==> src/rtl/xlt_pkg.sv <==
package xlt_pkg;
    localparam int VA_W  = 16;
    localparam int OFF_W = 10;
    localparam int VPN_W = VA_W - OFF_W;
    localparam int PFN_W = 6;
    localparam int PA_W  = PFN_W + OFF_W;
    localparam int PTE_W = PFN_W + 1;

    typedef logic [VPN_W-1:0] vpn_t;
    typedef logic [PFN_W-1:0] pfn_t;
    typedef logic [OFF_W-1:0] off_t;

    typedef struct packed {
        logic valid;
        pfn_t pfn;
    } pte_t;

    typedef struct packed {
        logic valid;
        vpn_t vpn;
        pfn_t pfn;
        logic refd;
        logic dirty;
    } tlb_ent_t;

    typedef enum logic {ST_IDLE, ST_WALK} walk_st_t;

    function automatic logic [PA_W-1:0] make_pa(pfn_t f, off_t o);
        return {f, o};
    endfunction
endpackage

==> src/rtl/xlt_ref_tick.sv <==
module xlt_ref_tick #(
    parameter int INTERVAL = 1024
) (
    input  logic clk,
    input  logic rst,
    output logic tick
);
    localparam int CNT_W = (INTERVAL > 2) ? $clog2(INTERVAL) : 1;
    logic [CNT_W-1:0] cnt;

    assign tick = (cnt == CNT_W'(INTERVAL - 1));

    always_ff @(posedge clk) begin
        if (rst)       cnt <= '0;
        else if (tick) cnt <= '0;
        else           cnt <= cnt + 1'b1;
    end


    tick_gap_chk: assert property (@(posedge clk) disable iff (rst) tick |=> !tick);
endmodule

==> src/rtl/xlt_tlb_array.sv <==
module xlt_tlb_array
    import xlt_pkg::*;
#(
    parameter int N = 4,
    localparam int IDX_W = (N > 1) ? $clog2(N) : 1
) (
    input  logic             clk,
    input  logic             rst,
    input  vpn_t             lk_vpn,
    output logic             hit,
    output logic [IDX_W-1:0] hit_idx,
    output pfn_t             hit_pfn,
    output logic [IDX_W-1:0] victim_idx,
    output tlb_ent_t         victim_ent,
    input  logic             ref_clr,
    input  logic             acc_en,
    input  logic             acc_wr,
    input  logic [IDX_W-1:0] acc_idx,
    input  logic             fill_en,
    input  logic [IDX_W-1:0] fill_idx,
    input  tlb_ent_t         fill_ent
);
    tlb_ent_t         ent [N];
    logic [N-1:0]     hit_vec;

    for (genvar i = 0; i < N; i++) begin : g_ent
        assign hit_vec[i] = ent[i].valid && (ent[i].vpn == lk_vpn);

        always_ff @(posedge clk) begin
            if (rst) begin
                ent[i] <= '0;
            end else begin
                if (ref_clr) ent[i].refd <= 1'b0;
                if (acc_en && acc_idx == IDX_W'(i)) begin
                    ent[i].refd <= 1'b1;
                    if (acc_wr) ent[i].dirty <= 1'b1;
                end
                if (fill_en && fill_idx == IDX_W'(i)) ent[i] <= fill_ent;
            end
        end
    end

    always_comb begin
        hit_idx = '0;
        for (int i = N - 1; i >= 0; i--)
            if (hit_vec[i]) hit_idx = IDX_W'(i);
    end
    assign hit     = |hit_vec;
    assign hit_pfn = ent[hit_idx].pfn;

    always_comb begin
        logic             inv_found, old_found;
        logic [IDX_W-1:0] inv_idx, old_idx;
        inv_found = 1'b0;
        old_found = 1'b0;
        inv_idx   = '0;
        old_idx   = '0;
        for (int i = N - 1; i >= 0; i--) begin
            if (!ent[i].valid) begin
                inv_found = 1'b1;
                inv_idx   = IDX_W'(i);
            end
            if (!ent[i].refd) begin
                old_found = 1'b1;
                old_idx   = IDX_W'(i);
            end
        end
        if (inv_found)      victim_idx = inv_idx;
        else if (old_found) victim_idx = old_idx;
        else                victim_idx = '0;
    end
    assign victim_ent = ent[victim_idx];


    single_hit_chk: assert property (@(posedge clk) disable iff (rst) $onehot0(hit_vec));

    fill_miss_chk: assert property (@(posedge clk) disable iff (rst)
        fill_en |-> !(victim_ent.valid && !victim_ent.refd && $countones(hit_vec) != 0 && hit_vec[victim_idx]));
endmodule

==> src/rtl/addr_xlate_unit.sv <==
module addr_xlate_unit
    import xlt_pkg::*;
#(
    parameter int TLB_N        = 4,
    parameter int REF_INTERVAL = 1024,
    localparam int IDX_W = (TLB_N > 1) ? $clog2(TLB_N) : 1
) (
    input  logic             clk,
    input  logic             rst,
    input  logic             req_valid,
    input  logic             req_write,
    input  logic [VA_W-1:0]  req_vaddr,
    output logic             ready,
    output logic             pt_rd_en,
    output logic [VPN_W-1:0] pt_rd_idx,
    input  logic [PTE_W-1:0] pt_rd_data,
    output logic             resp_valid,
    output logic             resp_fault,
    output logic [PA_W-1:0]  resp_paddr,
    output logic             upd_valid,
    output logic [VPN_W-1:0] upd_vpn,
    output logic             upd_ref,
    output logic             upd_dirty
);
    walk_st_t         state;
    vpn_t             pend_vpn;
    off_t             pend_off;
    logic             pend_wr;
    vpn_t             req_vpn;
    off_t             req_off;
    logic             accept, walking, hit, ref_clr, fill_en, acc_en;
    logic [IDX_W-1:0] hit_idx, victim_idx;
    pfn_t             hit_pfn;
    tlb_ent_t         victim_ent, fill_ent;
    pte_t             pte;

    assign req_vpn   = req_vaddr[VA_W-1:OFF_W];
    assign req_off   = req_vaddr[OFF_W-1:0];
    assign ready     = (state == ST_IDLE);
    assign accept    = req_valid && ready && !rst;
    assign walking   = (state == ST_WALK);
    assign pte       = pte_t'(pt_rd_data);
    assign acc_en    = accept && hit;
    assign pt_rd_en  = accept && !hit;
    assign pt_rd_idx = req_vpn;
    assign fill_en   = walking && pte.valid;

    always_comb begin
        fill_ent       = '0;
        fill_ent.valid = 1'b1;
        fill_ent.vpn   = pend_vpn;
        fill_ent.pfn   = pte.pfn;
        fill_ent.refd  = 1'b1;
        fill_ent.dirty = pend_wr;
    end

    xlt_ref_tick #(.INTERVAL(REF_INTERVAL)) u_tick (
        .clk (clk),
        .rst (rst),
        .tick(ref_clr)
    );

    xlt_tlb_array #(.N(TLB_N)) u_tlb (
        .clk       (clk),
        .rst       (rst),
        .lk_vpn    (req_vpn),
        .hit       (hit),
        .hit_idx   (hit_idx),
        .hit_pfn   (hit_pfn),
        .victim_idx(victim_idx),
        .victim_ent(victim_ent),
        .ref_clr   (ref_clr),
        .acc_en    (acc_en),
        .acc_wr    (req_write),
        .acc_idx   (hit_idx),
        .fill_en   (fill_en),
        .fill_idx  (victim_idx),
        .fill_ent  (fill_ent)
    );

    always_ff @(posedge clk) begin
        if (rst) begin
            state    <= ST_IDLE;
            pend_vpn <= '0;
            pend_off <= '0;
            pend_wr  <= 1'b0;
        end else if (pt_rd_en) begin
            state    <= ST_WALK;
            pend_vpn <= req_vpn;
            pend_off <= req_off;
            pend_wr  <= req_write;
        end else if (walking) begin
            state <= ST_IDLE;
        end
    end

    always_ff @(posedge clk) begin
        if (rst) begin
            resp_valid <= 1'b0;
            resp_fault <= 1'b0;
            resp_paddr <= '0;
            upd_valid  <= 1'b0;
            upd_vpn    <= '0;
            upd_ref    <= 1'b0;
            upd_dirty  <= 1'b0;
        end else begin
            resp_valid <= acc_en || walking;
            resp_fault <= walking && !pte.valid;
            if (acc_en)       resp_paddr <= make_pa(hit_pfn, req_off);
            else if (fill_en) resp_paddr <= make_pa(pte.pfn, pend_off);
            else              resp_paddr <= '0;
            upd_valid <= fill_en && victim_ent.valid;
            upd_vpn   <= victim_ent.vpn;
            upd_ref   <= victim_ent.refd;
            upd_dirty <= victim_ent.dirty;
        end
    end


    walk_busy_chk: assert property (@(posedge clk) disable iff (rst) pt_rd_en |=> !ready);

    walk_resp_chk: assert property (@(posedge clk) disable iff (rst) $past(pt_rd_en) |=> resp_valid);

    hit_resp_chk: assert property (@(posedge clk) disable iff (rst) (accept && !pt_rd_en) |=> (resp_valid && !resp_fault));

    fault_zero_chk: assert property (@(posedge clk) disable iff (rst) resp_fault |-> (resp_valid && resp_paddr == '0));

    evict_fill_chk: assert property (@(posedge clk) disable iff (rst) upd_valid |-> (resp_valid && !resp_fault));
endmodule

==> config.mk <==
export PLATFORM = sky130hd
export DESIGN_NAME = addr_xlate_unit
export DESIGN_NICKNAME = d
export VERILOG_FILES = /design/src/rtl/xlt_pkg.sv /design/src/rtl/xlt_ref_tick.sv /design/src/rtl/xlt_tlb_array.sv /design/src/rtl/addr_xlate_unit.sv
export SDC_FILE = /design/constraint.sdc
export NUM_CORES = 1
export LEC_CHECK = 0
export ABC_AREA = 1
export BUFFER_PORTS_ARGS = -buffer_cell sky130_fd_sc_hd__buf_4
export CAP_MARGIN = 30
export CORE_ASPECT_RATIO = 0.6
export CORE_MARGIN = 2
export CORE_UTILIZATION = 32
export DETAILED_ROUTE_END_ITERATION = 7
export PLACE_DENSITY_LB_ADDON = 0.15
export REMOVE_ABC_BUFFERS = 1
export SKIP_LAST_GASP = 1
export SYNTH_ARGS = -nofsm -noshare
export SYNTH_HDL_FRONTEND = slang
export SYNTH_HIERARCHICAL = 1
export SYNTH_SLANG_ARGS = --single-unit
==> constraint.sdc <==
create_clock -name clk -period 3.4 [get_ports clk]
set_input_delay 0.51 -clock clk [delete_from_list [all_inputs] [get_ports clk]]
set_output_delay 0.51 -clock clk [all_outputs]
set_load 0.01 [all_outputs]
==> summary.md, run 1 <==
| Metric | Value |
|---|---|
| CP Capture Type | `output port` |
| Period minus WS final | `2730 ps` |
| Worst skew pair latency | `410 ps` |
| Setup TNS | `0 ps` |
| Postcts setup bufs | `0` |
| Die ar. | `0.0192 sq mm` |
| CTS Buf Count | `17` |
| Initial DRC count | `415` |
| Layout cell share with drive strength beyond 1 | `16.2%` |
| P_leak | `3.17 nW` |
| Root cell of the clock tree | `clkbuf_16` |
| Grt total ovfl | `0` |
| WL final | `16000 um` |
| Vias per cell | `4.61` |
| Worst reg2reg path startpoint | `u_tlb/ent[0][10]` |
| Post_cts resized | `0` |
| Starting Density | `32.3%` |
| CP startpoint kind | `flip-flop` |
| Final hold violation count | `0` |
| CP max FO | `18` |
| Most common cell after layout, fill and taps aside | `nor2_1` |
| Syn Area/Cell | `7.60 sq um` |
| Critical Setup Path Class | `flip-flop to output port` |
| Clk buf depth | `2` |
| Cell row count | `38` |
| Outcome | `completed` |
| Min-delay worst type | `primary input to flip-flop` |
| GP Congestion | `0.848` |
| Non-Filler Instances | `1074` |
| Filler instances | `1834` |
| Clock Sinks | `115` |
| Tightest Pin Transition | `904 ps` |
| Number of global-route vias before repair | `4615` |
| Antenna cells | `0` |
| Data arrival time of the worst path | `2220 ps` |
| Post-detail-place hpwl | `10600 um` |
| HP Start | `pt_rd_data[6]` |
| Largest net degree at the start of global routing | `64` |
| # Max-Cap Violations | `0` |
| RSZ-0062 raised after global routing | `no` |
| Post-route ant nets | `0` |
| Fin crit share | `80.3%` |
| DIE WIDTH | `178 um` |
| P per Cell Area | `522 mW/mm^2` |
| CTS tree | `built` |
| Worst IR Drop VDD | `0.330 mV` |
| Ports | `62` |
| Crit path from | `u_tlb/ent[3][11]` |
| Most frequent cells in the layout | `nor2_1, nand2_1, inv_1` |
| Slew headroom | `39.6%` |
| Vias | `4947` |
| DP Cell Count | `1042` |
| Layout Nets | `849` |
| Core Area | `0.0179 sq mm` |
| GRT Util Overall | `17.8%` |
| First-pass GRT wire length | `25700 um` |
| Synth Warn # | `6` |
| Initial DRT Pass Iterations | `6` |
| Skew final | `8.01 ps` |
| H-tree depth | `4` |
| Area Overhead vs Synth | `21.7%` |
| Drt wl/cell | `14.9 um` |
| CP Data Required Time | `2890 ps` |
| Post-synthesis cell area | `0.00580 sq mm` |
| Die height | `108 um` |
| Cell count after synthesis | `763` |
| Fin. max-slew vios | `0` |
| Final setup vio count | `0` |
| Hold-fix buffers, CTS | `0` |
| Clk slew on worst S/H paths | `50 ps` |
| # port buffers | `61` |
| Achievable Freq | `0.366 GHz` |
| Antenna violations before repair | `0` |
| # DRC | `0` |
## cell type report
type	count	area [sq um]	share of cell area [%]
Clock buffer	24	503	7.13
Clock inverter	8	95.1	1.35
Inverter	139	522	7.39
Multi-Input combinational cell	473	2170	30.8
Sequential cell	115	2900	41.1
Tap cell	240	300	4.25
Timing Repair Buffer	75	563	7.98
## state kept, by name (all words and copies together), names as in the netlist, 6 cells and up
signal,flops
pend_off,10
pend_vpn,6
resp_paddr,16
u_tick/cnt,10
u_tlb/ent,60
upd_vpn,6
## metal layers
layer / global-route usage (%) / wire [um]
met4: 5.44 / 134
met1: 27.5 / 8330
met2: 24.7 / 6330
met5: 0 / 0
met3: 3.38 / 1160
## worst max-delay path, stage by stage (launching register included)
cell      delay (ps)
edfxtp_1         460
inv_1             80
nand2_1           40
nand2_1           50
nor2_1            40
nand2_1           60
nor2_2            50
a21oi_1          330
nand2_1          160
buf_4            260
nor2_8           140
buf_4            120
## power by group
group | switching (mW) | leakage, nW | total (mW) | internal [mW]
Clock | 0.648 | 0.296 | 1.83 | 1.18
Sequential | 0.0289 | 1.07 | 1.55 | 1.52
Combinational | 0.205 | 1.81 | 0.314 | 0.108
Total | 0.883 | 3.17 | 3.69 | 2.80
## path summary, 6_finish.rpt
path	endpoint	slack, ps	cells after the start
setup / recovery	pt_rd_en	670	11
hold / removal	resp_fault	270	2
setup reg to reg	u_tlb/ent[2][0]	900	15
hold reg to reg	u_tick/cnt[0]	460	1
## per-stage QoR
step	cell area, sq um	setup WS, ps	total power, mW	utilization [%]	hold WS, ps
3_3_place_gp	6460	717	1.89	36.0	443
3_5_place_dp	6460	660	1.89	36.0	451
4_1_cts	7060	645	3.73	39.4	255
6_report	7060	671	3.69	39.4	270
2_1_floorplan	5600	7.54	1.74	-	429
5_1_grt	7060	476	3.83	39.4	263
(Power assumes the default switching activity.)
==> run 2: changes to the inputs <==
==> constraint.sdc (replaced) <==
create_clock -name clk -period 2.2 [get_ports clk]
set_input_delay 0.33 -clock clk [delete_from_list [all_inputs] [get_ports clk]]
set_output_delay 0.33 -clock clk [all_outputs]
set_load 0.01 [all_outputs]
==> run 2 against run 1 <==
Against the previous run: non-clock buffer count is 43 higher; global-route usage decreased by 0.13 points; register-to-register slack lost 870 ps; sequential cell count unchanged; critical path type unchanged; largest power group unchanged.
==> summary.md, run 2 (same netlist as run 1, synthesis figures left out) <==
| Metric | Value |
|---|---|
| Initial DRC count | `468 (+13%)` |
| CP startpoint kind | `flip-flop` |
| Metal3 WL | `1110 um (-5.0%)` |
| Critical Setup Path Class | `flip-flop to output port` |
| Data arrival time of the worst path | `1860 ps (-360 ps)` |
| Final hold violation count | `0 (unchanged)` |
| Most frequent cells in the layout | `nor2_1, nand2_1, inv_1` |
| Largest net degree at the start of global routing | `64 (unchanged)` |
| Die height | `108 um (unchanged)` |
| # DRC | `0 (unchanged)` |
| # port buffers | `61 (unchanged)` |
| Clk slew on worst S/H paths | `50 ps (about the same)` |
| Antenna violations before repair | `0 (unchanged)` |
| Layout Nets | `892 (+5.1%)` |
| Most flops, register | `u_tlb/ent` |
| Most common cell after layout, fill and taps aside | `nor2_1` |
| Skew final | `9.30 ps (+1.29 ps)` |
| Top sig layer | `met4` |
| Worst skew pair latency | `420 ps (about the same)` |
| RSZ-0062 raised after global routing | `yes` |
| P per Cell Area | `761 mW/mm^2 (+46%)` |
| Tightest Pin Transition | `615 ps (-289 ps)` |
| P_leak | `3.43 nW (+8.2%)` |
| CP Capture Type | `output port` |
| DIE WIDTH | `178 um (unchanged)` |
| Worst IR Drop VDD | `0.447 mV (+35%)` |
| Fin. max-slew vios | `0 (unchanged)` |
| Grt total ovfl | `0 (unchanged)` |
| GP Congestion | `0.857 (+1.1%)` |
| Starting Density | `32.3% (unchanged)` |
| Worst hold slack | `84.6 ps (-186 ps)` |
| DR WL met2 | `6250 um (-1.2%)` |
| Setup TNS | `0 ps (unchanged)` |
| Fin util | `42.0% (+2.7 points)` |
| Clock Sinks | `115 (unchanged)` |
| Outcome | `completed` |
| CTS tree | `built` |
| WL final | `16200 um (+1.5%)` |
| Post-route ant nets | `0 (unchanged)` |
| Min-delay worst type | `primary input to flip-flop` |
| Cell row count | `38 (unchanged)` |
| Fin crit share | `99.6%` |
| CP Data Required Time | `1870 ps (-1020 ps)` |
| Period minus WS final | `2190 ps` |
| CTS Buf Count | `17 (unchanged)` |
| Antenna cells | `0 (unchanged)` |
| CP max FO | `2 (-16)` |
| GRT Util Overall | `17.7% (-0.13 points)` |
| Vias per cell | `4.57 (-0.78%)` |
| Vias | `5105 (+3.2%)` |
| Power Total | `5.73 mW (+56%)` |
| Max reg flops | `60 (unchanged)` |
| # Max-Cap Violations | `0 (unchanged)` |
| Ports | `62 (unchanged)` |
| First-pass GRT wire length | `25100 um (-2.1%)` |
| Biggest regs | `u_tlb/ent x60, resp_paddr x16` |
| Filler instances | `1821 (-0.71%)` |
| Number of global-route vias before repair | `4571 (-0.95%)` |
| Layout cell share with drive strength beyond 1 | `22.3% (+6.2 points)` |
| Die ar. | `0.0192 sq mm (unchanged)` |
| Root cell of the clock tree | `clkbuf_16` |
| Clk buf depth | `2 (unchanged)` |
| Slew headroom | `59.0% (+19 points)` |
| Initial DRT Pass Iterations | `7 (+1)` |
| Final setup vio count | `0 (unchanged)` |
| H-tree depth | `4 (unchanged)` |
| Drt wl/cell | `14.5 um (-2.4%)` |
| Core Area | `0.0179 sq mm (unchanged)` |
| Area Overhead vs Synth | `30.0%` |
| Achievable Freq | `0.456 GHz` |
| Post-detail-place hpwl | `11500 um (+8.4%)` |
| Routed met1 length | `8690 um (+4.4%)` |
[run 2: cell types whose count changed in the layout (fill, tap and decap cells not counted), moves of 3 or more]
cell and change:
buf_4 +37, nand2_1 -5, nor3_1 -4, inv_1 -3, buf_12 +3, buf_6 +3, nand2_2 +5, clkbuf_16 +3
[run 2: worst paths after layout]
kind	slack (ps)	end	cells past startpoint	from
setup reg to reg	30	u_tlb/ent[2][1]	11	u_tlb/ent[2][10]
hold reg to reg	460	u_tick/cnt[0]	1	u_tick/cnt[0]
setup / recovery	9	pt_rd_en	10	u_tlb/ent[3][13]
hold / removal	80	resp_fault	2	pt_rd_data[6]
[run 2: report_power, final]
group / switching (mW) / internal [mW]
registers: 0.0453 / 2.34
logic: 0.332 / 0.207
clock network: 0.978 / 1.83
total: 1.35 / 4.38
[run 2: final cells by class]
class                   instances  area (sq um)  share of cell area [%]
flip-flops and latches        115          2900                    38.5
multi-input cells             473          2260                    29.9
repair buffers                118           935                    12.4
clock buffers                  27           588                    7.80
inverters                     139           524                    6.96
well taps                     240           300                    3.98
clock inverters                 5          30.0                   0.398
[run 2: critical path, stage by stage (launching register included)]
cell,delay [ps]
edfxtp_1,390
buf_4,150
o21ai_1,120
inv_1,50
nand2_1,70
nor2_2,50
a21oi_2,150
nand2_2,110
buf_12,140
nor2_8,100
buf_6,110
[run 2: timing repair]
item	in CTS	in global routing
pin swaps	3	12
buffers inserted	1	6
setup endpoints to repair	3	21
hold buffers	0	0
resized for setup	7	22
[run 2: metal layers]
layer / track usage [%] / vias up
li1: - / 2577
met1: 28.0 / 2376
met2: 23.2 / 140
met3: 4.15 / 12
met4: 5.09 / 0
met5: 0 / -
[run 2: through the flow]
stage	worst slack, ps	cells	cell area (sq um)
CTS	-19.1	1111	7410
detailed placement	-126	1078	6760
global route	-113	1117	7540
floorplan	-1030	727	5600
global placement	-76.2	1078	6760
finish	9.11	1117	7540
